$ cat config.mk
export PLATFORM = sky130hd
export DESIGN_NAME = evt_capture_lock
export DESIGN_NICKNAME = d
export VERILOG_FILES = /design/src/rtl/etc_pkg.sv /design/src/rtl/etc_edge_sync.sv /design/src/rtl/etc_trig_arb.sv /design/src/rtl/etc_cap_reg.sv /design/src/rtl/evt_capture_lock.sv
export SDC_FILE = /design/constraint.sdc
export NUM_CORES = 1
export LEC_CHECK = 0
export BUFFER_PORTS_ARGS = -buffer_cell sky130_fd_sc_hd__buf_2
export CORE_MARGIN = 8
export CORE_UTILIZATION = 40
export CTS_CLUSTER_SIZE = 10
export DETAILED_ROUTE_END_ITERATION = 16
export HOLD_SLACK_MARGIN = 0.06
export PLACE_DENSITY = 0.66
export SLEW_MARGIN = 0
export SYNTH_ARGS = -nofsm -noshare
export SYNTH_HDL_FRONTEND = slang
export SYNTH_SLANG_ARGS = --single-unit
$ cat constraint.sdc
create_clock -name clk -period 3.25 [get_ports clk]
set_clock_uncertainty 0.2 [all_clocks]
set_input_delay 0.65 -clock clk [delete_from_list [all_inputs] [get_ports clk]]
set_output_delay 0.65 -clock clk [all_outputs]
set_load 0.02 [all_outputs]
$ cat src/rtl/etc_pkg.sv
package etc_pkg;
    typedef enum logic {
        EDGE_RISE = 1'b0,
        EDGE_FALL = 1'b1
    } edge_mode_e;
endpackage

$ cat src/rtl/etc_edge_sync.sv
module etc_edge_sync #(
    parameter int SYNC_STAGES = 2
) (
    input  logic clk,
    input  logic rst_n,
    input  logic pin,
    input  logic edge_fall,
    output logic edge_hit
);
    import etc_pkg::*;

    localparam int TOP = SYNC_STAGES - 1;

    typedef struct packed {
        logic [SYNC_STAGES-1:0] sh;
        logic                   prev;
    } sync_st_t;

    sync_st_t st_d, st_q;
    edge_mode_e mode;

    always_comb begin
        st_d = st_q;
        st_d.prev = st_q.sh[TOP];
        if (SYNC_STAGES > 1) begin
            st_d.sh = {st_q.sh[TOP-1:0], pin};
        end else begin
            st_d.sh[0] = pin;
        end
    end

    always_ff @(posedge clk) begin
        if (!rst_n) st_q <= '0;
        else        st_q <= st_d;
    end

    assign mode = edge_mode_e'(edge_fall);

    always_comb begin
        if (mode == EDGE_FALL) edge_hit = st_q.prev & ~st_q.sh[TOP];
        else                   edge_hit = st_q.sh[TOP] & ~st_q.prev;
    end

    // A level change is reported once only
    assert_edge_single_R2: assert property (@(posedge clk) disable iff (!rst_n)
        (edge_hit && $stable(edge_fall)) |=> !edge_hit);
endmodule

$ cat src/rtl/etc_trig_arb.sv
module etc_trig_arb (
    input  logic clk,
    input  logic rst_n,
    input  logic evt_hit,
    input  logic evt_en,
    input  logic per_pulse,
    input  logic per_en,
    input  logic host_wr,
    input  logic host_rd,
    output logic take,
    output logic locked
);
    typedef struct packed {
        logic lock;
    } arb_st_t;

    arb_st_t st_d, st_q;
    logic    any_trig;

    always_comb begin
        any_trig = (evt_hit & evt_en) | (per_pulse & per_en) | host_wr;
        take     = any_trig & ~st_q.lock;
        st_d     = st_q;
        if (take)         st_d.lock = 1'b1;
        else if (host_rd) st_d.lock = 1'b0;
    end

    always_ff @(posedge clk) begin
        if (!rst_n) st_q <= '0;
        else        st_q <= st_d;
    end

    assign locked = st_q.lock;

    assert_lock_after_take_R7: assert property (@(posedge clk) disable iff (!rst_n)
        take |=> locked);
    assert_release_on_read_R8: assert property (@(posedge clk) disable iff (!rst_n)
        (locked && host_rd) |=> !locked);
    assert_lock_holds_R7: assert property (@(posedge clk) disable iff (!rst_n)
        (locked && !host_rd) |=> locked);
endmodule

$ cat src/rtl/etc_cap_reg.sv
module etc_cap_reg #(
    parameter int TIME_W = 32
) (
    input  logic              clk,
    input  logic              rst_n,
    input  logic              take,
    input  logic [TIME_W-1:0] time_in,
    output logic [TIME_W-1:0] cap_time
);
    typedef struct packed {
        logic [TIME_W-1:0] val;
    } cap_st_t;

    cap_st_t st_d, st_q;

    always_comb begin
        st_d = st_q;
        if (take) st_d.val = time_in;
    end

    always_ff @(posedge clk) begin
        if (!rst_n) st_q <= '0;
        else        st_q <= st_d;
    end

    assign cap_time = st_q.val;

    assert_capture_value_R4: assert property (@(posedge clk) disable iff (!rst_n)
        take |=> (cap_time == $past(time_in)));
    assert_hold_no_take_R7: assert property (@(posedge clk) disable iff (!rst_n)
        !take |=> $stable(cap_time));
endmodule

$ cat src/rtl/evt_capture_lock.sv
module evt_capture_lock #(
    parameter int TIME_W      = 32,
    parameter int SYNC_STAGES = 2
) (
    input  logic              clk,
    input  logic              rst_n,
    input  logic [TIME_W-1:0] time_in,
    input  logic              ext_evt,
    input  logic              edge_fall,
    input  logic              evt_en,
    input  logic              per_pulse,
    input  logic              per_en,
    input  logic              host_wr,
    input  logic              host_rd,
    output logic [TIME_W-1:0] cap_time,
    output logic              cap_valid
);
    logic evt_hit;
    logic take;

    etc_edge_sync #(.SYNC_STAGES(SYNC_STAGES)) u_sync (
        .clk(clk), .rst_n(rst_n), .pin(ext_evt),
        .edge_fall(edge_fall), .edge_hit(evt_hit)
    );

    etc_trig_arb u_arb (
        .clk(clk), .rst_n(rst_n), .evt_hit(evt_hit), .evt_en(evt_en),
        .per_pulse(per_pulse), .per_en(per_en), .host_wr(host_wr),
        .host_rd(host_rd), .take(take), .locked(cap_valid)
    );

    etc_cap_reg #(.TIME_W(TIME_W)) u_cap (
        .clk(clk), .rst_n(rst_n), .take(take),
        .time_in(time_in), .cap_time(cap_time)
    );

    assert_frozen_while_valid_R7: assert property (@(posedge clk) disable iff (!rst_n)
        cap_valid |=> $stable(cap_time));
    assert_write_captures_R6: assert property (@(posedge clk) disable iff (!rst_n)
        (host_wr && !cap_valid) |=> cap_valid);
    assert_gated_sources_R5: assert property (@(posedge clk) disable iff (!rst_n)
        (!cap_valid && !host_wr && !(per_en && per_pulse) && !evt_en) |=> !cap_valid);
endmodule

==> results of run 1 <==
-- sequential cells by signal, indices dropped and copies added, names as in the netlist --
register        cells
u_arb.locked        1
u_cap.cap_time     32
u_sync.st_d         2
u_sync.st_q         1
-- layer usage --
| metal | part of all wire [%] | vias to the layer above | track usage (%) | routed length, µm |
|---|---|---|---|---|
| met5 | 0 | - | 0 | 0 |
| met4 | 1.2 | 0 | 4.99 | 75 |
| met3 | 6.3 | 8 | 4.99 | 384 |
| met2 | 45 | 57 | 22.9 | 2750 |
| met1 | 47 | 1068 | 16.0 | 2890 |
| li1 | - | 1156 | - | - |
-- stage by stage --
| step | setup slack (ns) | total power [mW] | std cells | area (µm²) | hold slack [ns] |
|---|---|---|---|---|---|
| floorplan | 1.31 | 0.689 | 277 | 2230 | 0.212 |
| global placement | 0.990 | 0.772 | 386 | 2530 | 0.215 |
| detailed placement | 0.949 | 0.777 | 386 | 2530 | 0.227 |
| CTS | 1.03 | 1.08 | 393 | 2610 | 0.244 |
| global route | 0.966 | 1.13 | 393 | 2610 | 0.270 |
| finish | 1.05 | 1.07 | 393 | 2610 | 0.241 |
-- layout by cell type (no fill, tap or decap) --
cell type	instances
clkinv_2	1
or4_1	32
buf_12	2
nand2_1	34
nor4_1	1
a32oi_1	32
buf_4	1
and3b_1	32
clkbuf_8	5
buf_2	73
and2_1	3
nand3_1	32
nor2_1	1
dfxtp_1	35
and4b_2	1
a21o_2	1
and4bb_2	1
dfxtp_2	1
o21ai_0	32
clkbuf_1	1
-- final cells by class --
class                           instances  area (µm²)
Clock buffer                            6        72.6
Clock inverter                          1        5.00
Fill cell                             559        2830
Multi-Input combinational cell        202        1310
Sequential cell                        36         722
Tap cell                               72        90.1
Timing Repair Buffer                   76         413
-- kinds of logic after synthesis --
kind of cell / Yosys count / share of synthesized area (%)
flops: 36 / 32.3
simple gates: 137 / 38.5
compound gates: 65 / 20.1
buf+inv: 39 / 9.19
-- power breakdown --
group	internal (mW)	leakage [nW]	total [mW]	switching [mW]
registers	0.482	0.297	0.523	0.0406
clock network	0.146	0.0410	0.305	0.160
logic	0.100	0.859	0.242	0.142
total	0.728	1.20	1.07	0.342
-- worst paths after layout --
| kind | to | slack (ns) |
|---|---|---|
| max reg2reg | u_cap.cap_time[7] | 1.29 |
| max | cap_valid | 1.05 |
| min | u_sync.st_d[0] | 0.24 |
| min reg2reg | u_sync.st_d[0] | 0.24 |
==> metrics.csv, run 1 <==
stage;metric;value;unit
yosys;Post-synth EDFFs;0;
pwr;peak supply drop;0.150;mV
critical_path;Worst Path Required;2.40;ns
critical_path;Crit. End Element;output pin;
placement;hpwl dp;3670;µm
yosys;top post-synthesis cells by area;dfxtp_1 (32%), a32oi_1 (13%), and3b_1 (13%);
hold_path;min-delay src;u_sync.st_d[2];
cts;clock tree buffer depth;2;
critical_path;slowest stage delay, CP;0.76;ns
cts;clk sinks;36;
die;row count;27;
routing;final WL;6100;µm
routing;drt wl/cell;15.5;µm
die;total core area;5440;µm²
pwr;Leak;1.20;nW
yosys;most frequent cells after synthesis;dfxtp_1 (36), nand2_1 (34);
yosys;sequential area share after synthesis;32.3;%
yosys;Async S/R FF share, synth;0;%
grt;vias in the first global route;2184;
sta;final setup vio count;0;
die;die area;8230;µm²
yosys;Synthesized Nets;318;
yosys;synth unique cells;16;
cts;CTS buffer count;5;
sta;Period minus WS final;2.20;ns
grt;global-route wire length before repair;9780;µm
layout;fraction of layout cells with a size suffix above 1;26.8;%
sta;Slew @ Worst Pin;1.00;ns
outcome;outcome;completed;
critical_path;crit path from;u_arb.locked;
run;Max Cap Violations;0;
placement;Port Buf Inserts;73;
sta;RSZ-0062 raised after global routing;no;
critical_path;critical-path cell list;buf_2;
critical_path;CP Buf/Inv Count;1;
routing;DR DRC count;0;
critical_path;Worst path slowest cell;dfxtp_2;
hold_path;Hold Path Class;reg -> reg;
layout;n_diodes;0;
grt;Tot GR Track Use;13.9;%
sta;relative slew slack;33.2;%
critical_path;CP startpoint kind;flop;
critical_path;CP arrival;1.35;ns
yosys;Yosys warnings;0;
layout;final core occ;48.0;%
die;die height;90.7;µm
yosys;post-synthesis cell area;2230;µm²
routing;DRT iter0 DRCs;141;
grt;initial antenna violation count;0;
cts;PostCTS Resize Cnt;0;
critical_path;Worst path top cell family by delay;flip-flops;
layout;synth-to-layout area growth;17.0;%
pwr;Pwr Density;410;nW/µm²
sta;final slew viol count;0;
cts;clock-pin slew on the worst setup and hold paths;0.07;ns
yosys;Post-Syn Instances;277;
grt;largest net degree at the start of global routing;101;
critical_path;Worst R2R Path Depth;4;
routing;Antenna Nets Post-Route;0;
grt;gr ovfl total;0;
routing;DR vias/cell;5.82;
layout;Layout Nets;362;
yosys;top-count cell post-synth;dfxtp_1;
cts;CTS tree;built;
placement;Placer Congestion;0.668;
yosys;Synth top area share;32.3;%
sta;fmax;0.455;GHz
die;initial core utilization;41.1;%
die;die width;90.7;µm
yosys;Mean Syn Cell Area;8.06;µm²
hold_path;Hold Path Cell Cnt;1;
routing;vias;2289;
cts;Post-CTS Repair Setup Buffers;0;
critical_path;path type of the worst setup path;reg -> out;
yosys;synthesis-stage register bit count;36;
yosys;ys flop type;dfxtp_1;
die;Ports;74;
critical_path;CP max FO;42;
critical_path;reg2reg start;u_arb.locked;
routing;drt pass-1 iters;6;
sta;Final Hold Fails;0;
yosys;Synth area leader;dfxtp_1;
cts;H-tree depth;2;
cts;CTS root buffer;clkbuf_8;
cts;clock insertion delay at the later pin of the skew report;0.29;ns
sta;setup TNS;0;ns
critical_path;critical path depth in cells;1;
sta;Final period util;67.6;%
cts;Hold Buf Count CTS;0;
Note: power is estimated with default switching activity, not from simulation.
==> run 2: changes to the inputs <==
- PLACE_DENSITY: 0.66 -> 0.68
- clock period: 3.25 -> 1.8 ns (I/O delays scaled with it)
==> run 2 against run 1 <==
- design area up 4.7%
- register-to-register slack got worse by 1.1 ns
- hold slack worse by 0.16 ns
- total power up 87%
- critical path type unchanged
- critical endpoint unchanged
- largest cell class unchanged
- highest routed layer unchanged
==> metrics.csv, run 2 (synthesized netlist as in run 1, its figures left out) <==
stage;metric;value;unit;change
cts;CTS root buffer;clkbuf_8;;
critical_path;critical path depth in cells;2;;+1
routing;DR DRC count;0;;unchanged
hold_path;Hold Path Class;in -> reg;;
pwr;Flop pwr share;46.3;%;-2.5 points
routing;drt pass-1 iters;4;;-2
die;initial core utilization;41.1;%;unchanged
die;total core area;5440;µm²;unchanged
pwr;Pwr Density;732;nW/µm²;+79%
pwr;Comb pwr share;23.6;%;+1.0 points
grt;gr ovfl total;0;;unchanged
routing;drt wl/cell;14.9;µm;-3.9%
critical_path;Worst path slowest cell;dfxtp_2;;
cts;H-tree depth;2;;unchanged
critical_path;path type of the worst setup path;reg -> out;;
critical_path;CP startpoint kind;flop;;
critical_path;Reg2Reg Setup Slack;0.16;ns;-1.13 ns
pwr;peak supply drop;0.294;mV;+96%
hold_path;min-delay src;ext_evt;;
routing;DR vias/cell;5.82;;-0.13%
routing;vias;2321;;+1.4%
cts;clk sinks;36;;unchanged
cts;clock tree buffer depth;2;;unchanged
cts;Hold Buf Count CTS;0;;unchanged
sta;Final period util;96.1;%;
critical_path;CP Buf/Inv Count;2;;+1
sta;fmax;0.578;GHz;
cts;CTS buffer count;5;;unchanged
critical_path;Crit. End Element;output pin;;
critical_path;CP max FO;62;;+48%
critical_path;reg2reg start;u_sync.st_d[0];;
grt;global-route wire length before repair;10100;µm;+3.8%
placement;Port Buf Inserts;73;;unchanged
layout;max reg flops;32;;unchanged
cts;clock insertion delay at the later pin of the skew report;0.28;ns;about the same
sta;relative slew slack;83.4;%;+50 points
routing;Antenna Nets Post-Route;0;;unchanged
critical_path;Worst path top cell family by delay;buffers and inverters;;
layout;commonest non-fill, non-tap cell in the layout;buf_2;;
routing;final WL;5950;µm;-2.4%
grt;initial antenna violation count;0;;unchanged
grt;vias in the first global route;2247;;+2.9%
die;row count;27;;unchanged
die;die height;90.7;µm;unchanged
die;die width;90.7;µm;unchanged
sta;Slew @ Worst Pin;0.249;ns;-0.752 ns
critical_path;slowest stage delay, CP;0.40;ns;-0.36 ns
critical_path;critical-path cell list;buf_12 -> buf_2;;
cts;PostCTS Resize Cnt;0;;unchanged
placement;Placer Congestion;0.697;;+4.3%
sta;Period minus WS final;1.73;ns;
pwr;Switching Fraction;31.1;%;-0.89 points
cts;CTS tree;built;;
run;Max Cap Violations;0;;unchanged
cts;Post-CTS Repair Setup Buffers;0;;unchanged
critical_path;CP arrival;1.17;ns;-0.18 ns
pwr;Sw Pwr;0.623;mW;+82%
critical_path;capture point of the worst reg-to-reg path;u_cap.cap_time[25];;
layout;synth-to-layout area growth;22.5;%;
sta;final setup vio count;0;;unchanged
grt;Tot GR Track Use;14.2;%;+0.32 points
routing;DRT iter0 DRCs;159;;+13%
critical_path;Critical Path Sink;cap_valid;;
sta;WHS;0.0773;ns;-0.164 ns
sta;final slew viol count;0;;unchanged
layout;commonest non-fill, non-tap cells in the layout;buf_2 (73), dfxtp_1 (35), nand2_1 (34);;
critical_path;crit path from;u_arb.locked;;
layout;n_diodes;0;;unchanged
sta;RSZ-0062 raised after global routing;no;;
grt;largest net degree at the start of global routing;66;;-35%
critical_path;Worst Path Required;1.24;ns;-1.16 ns
layout;fraction of layout cells with a size suffix above 1;27.5;%;+0.73 points
sta;Final Hold Fails;0;;unchanged
pwr;Clk pwr share;30.2;%;+1.7 points
cts;clock-pin slew on the worst setup and hold paths;0.08;ns;about the same
layout;Layout Nets;367;;+1.4%
die;Ports;74;;unchanged
critical_path;Worst R2R Path Depth;4;;unchanged
die;die area;8230;µm²;unchanged
sta;setup TNS;0;ns;unchanged
outcome;outcome;completed;;
pwr;Leak;1.25;nW;+4.4%
pwr;Internal;1.38;mW;+90%
placement;hpwl dp;3840;µm;+4.6%
==> run 2: cell count changes in the layout (fill, tap and decap cells not counted) <==
| cell | delta |
|---|---|
| clkbuf_8 | +1 |
| a21o_2 | -1 |
| clkbuf_1 | +1 |
| clkinv_2 | -1 |
| a21o_1 | +1 |
| buf_12 | +6 |
| buf_4 | -1 |
==> run 2: worst min path at each step <==
stage / endpoint / slack (ns) / cells past startpoint
floorplan: u_sync.st_d[0] / 0.21 / 1
global placement: u_sync.st_d[0] / 0.22 / 1
detailed placement: u_sync.st_d[0] / 0.22 / 1
CTS: u_sync.st_d[2] / 0.07 / 2
global route: u_sync.st_d[2] / 0.06 / 2
finish: u_sync.st_d[2] / 0.08 / 2
==> run 2: cell type report <==
type                            count  area (µm²)
Tap cell                           72        90.1
Sequential cell                    36         722
Timing Repair Buffer               81         526
Fill cell                         542        2700
Clock buffer                        8        90.1
Multi-Input combinational cell    202        1310
==> run 2: power groups by stage <==
stage	logic, mW	clock network [mW]	registers [mW]
floorplan	0.224	0	1.02
global placement	0.469	0	0.944
detailed placement	0.477	0	0.944
CTS	0.477	0.622	0.927
global route	0.519	0.656	0.938
finish	0.472	0.605	0.927
==> run 2: per-stage QoR <==
step	area, µm²	instances	util, %	total power [mW]	worst slack [ns]
global placement	2650	391	48.7	1.41	0.0542
CTS	2740	399	50.3	2.03	0.0671
finish	2740	399	50.3	2.00	0.0708
global route	2740	399	50.3	2.11	0.0257
floorplan	2230	277	-	1.24	0.154
detailed placement	2650	391	48.7	1.42	0.0201
==> run 2: worst register-to-register path, delay by kind of cell (launching register included) <==
kind	cells	cell delay (ns)
flops	1	0.34
simple gates	3	0.87
buf+inv	1	0.17
==> run 2: layer usage <==
layer	GRT usage, %	share of wire, %	up-vias
li1	-	-	1168
met1	16.5	45	1089
met2	24.0	47	57
met3	4.24	6.2	7
met4	4.85	1.0	0
met5	0	0	-
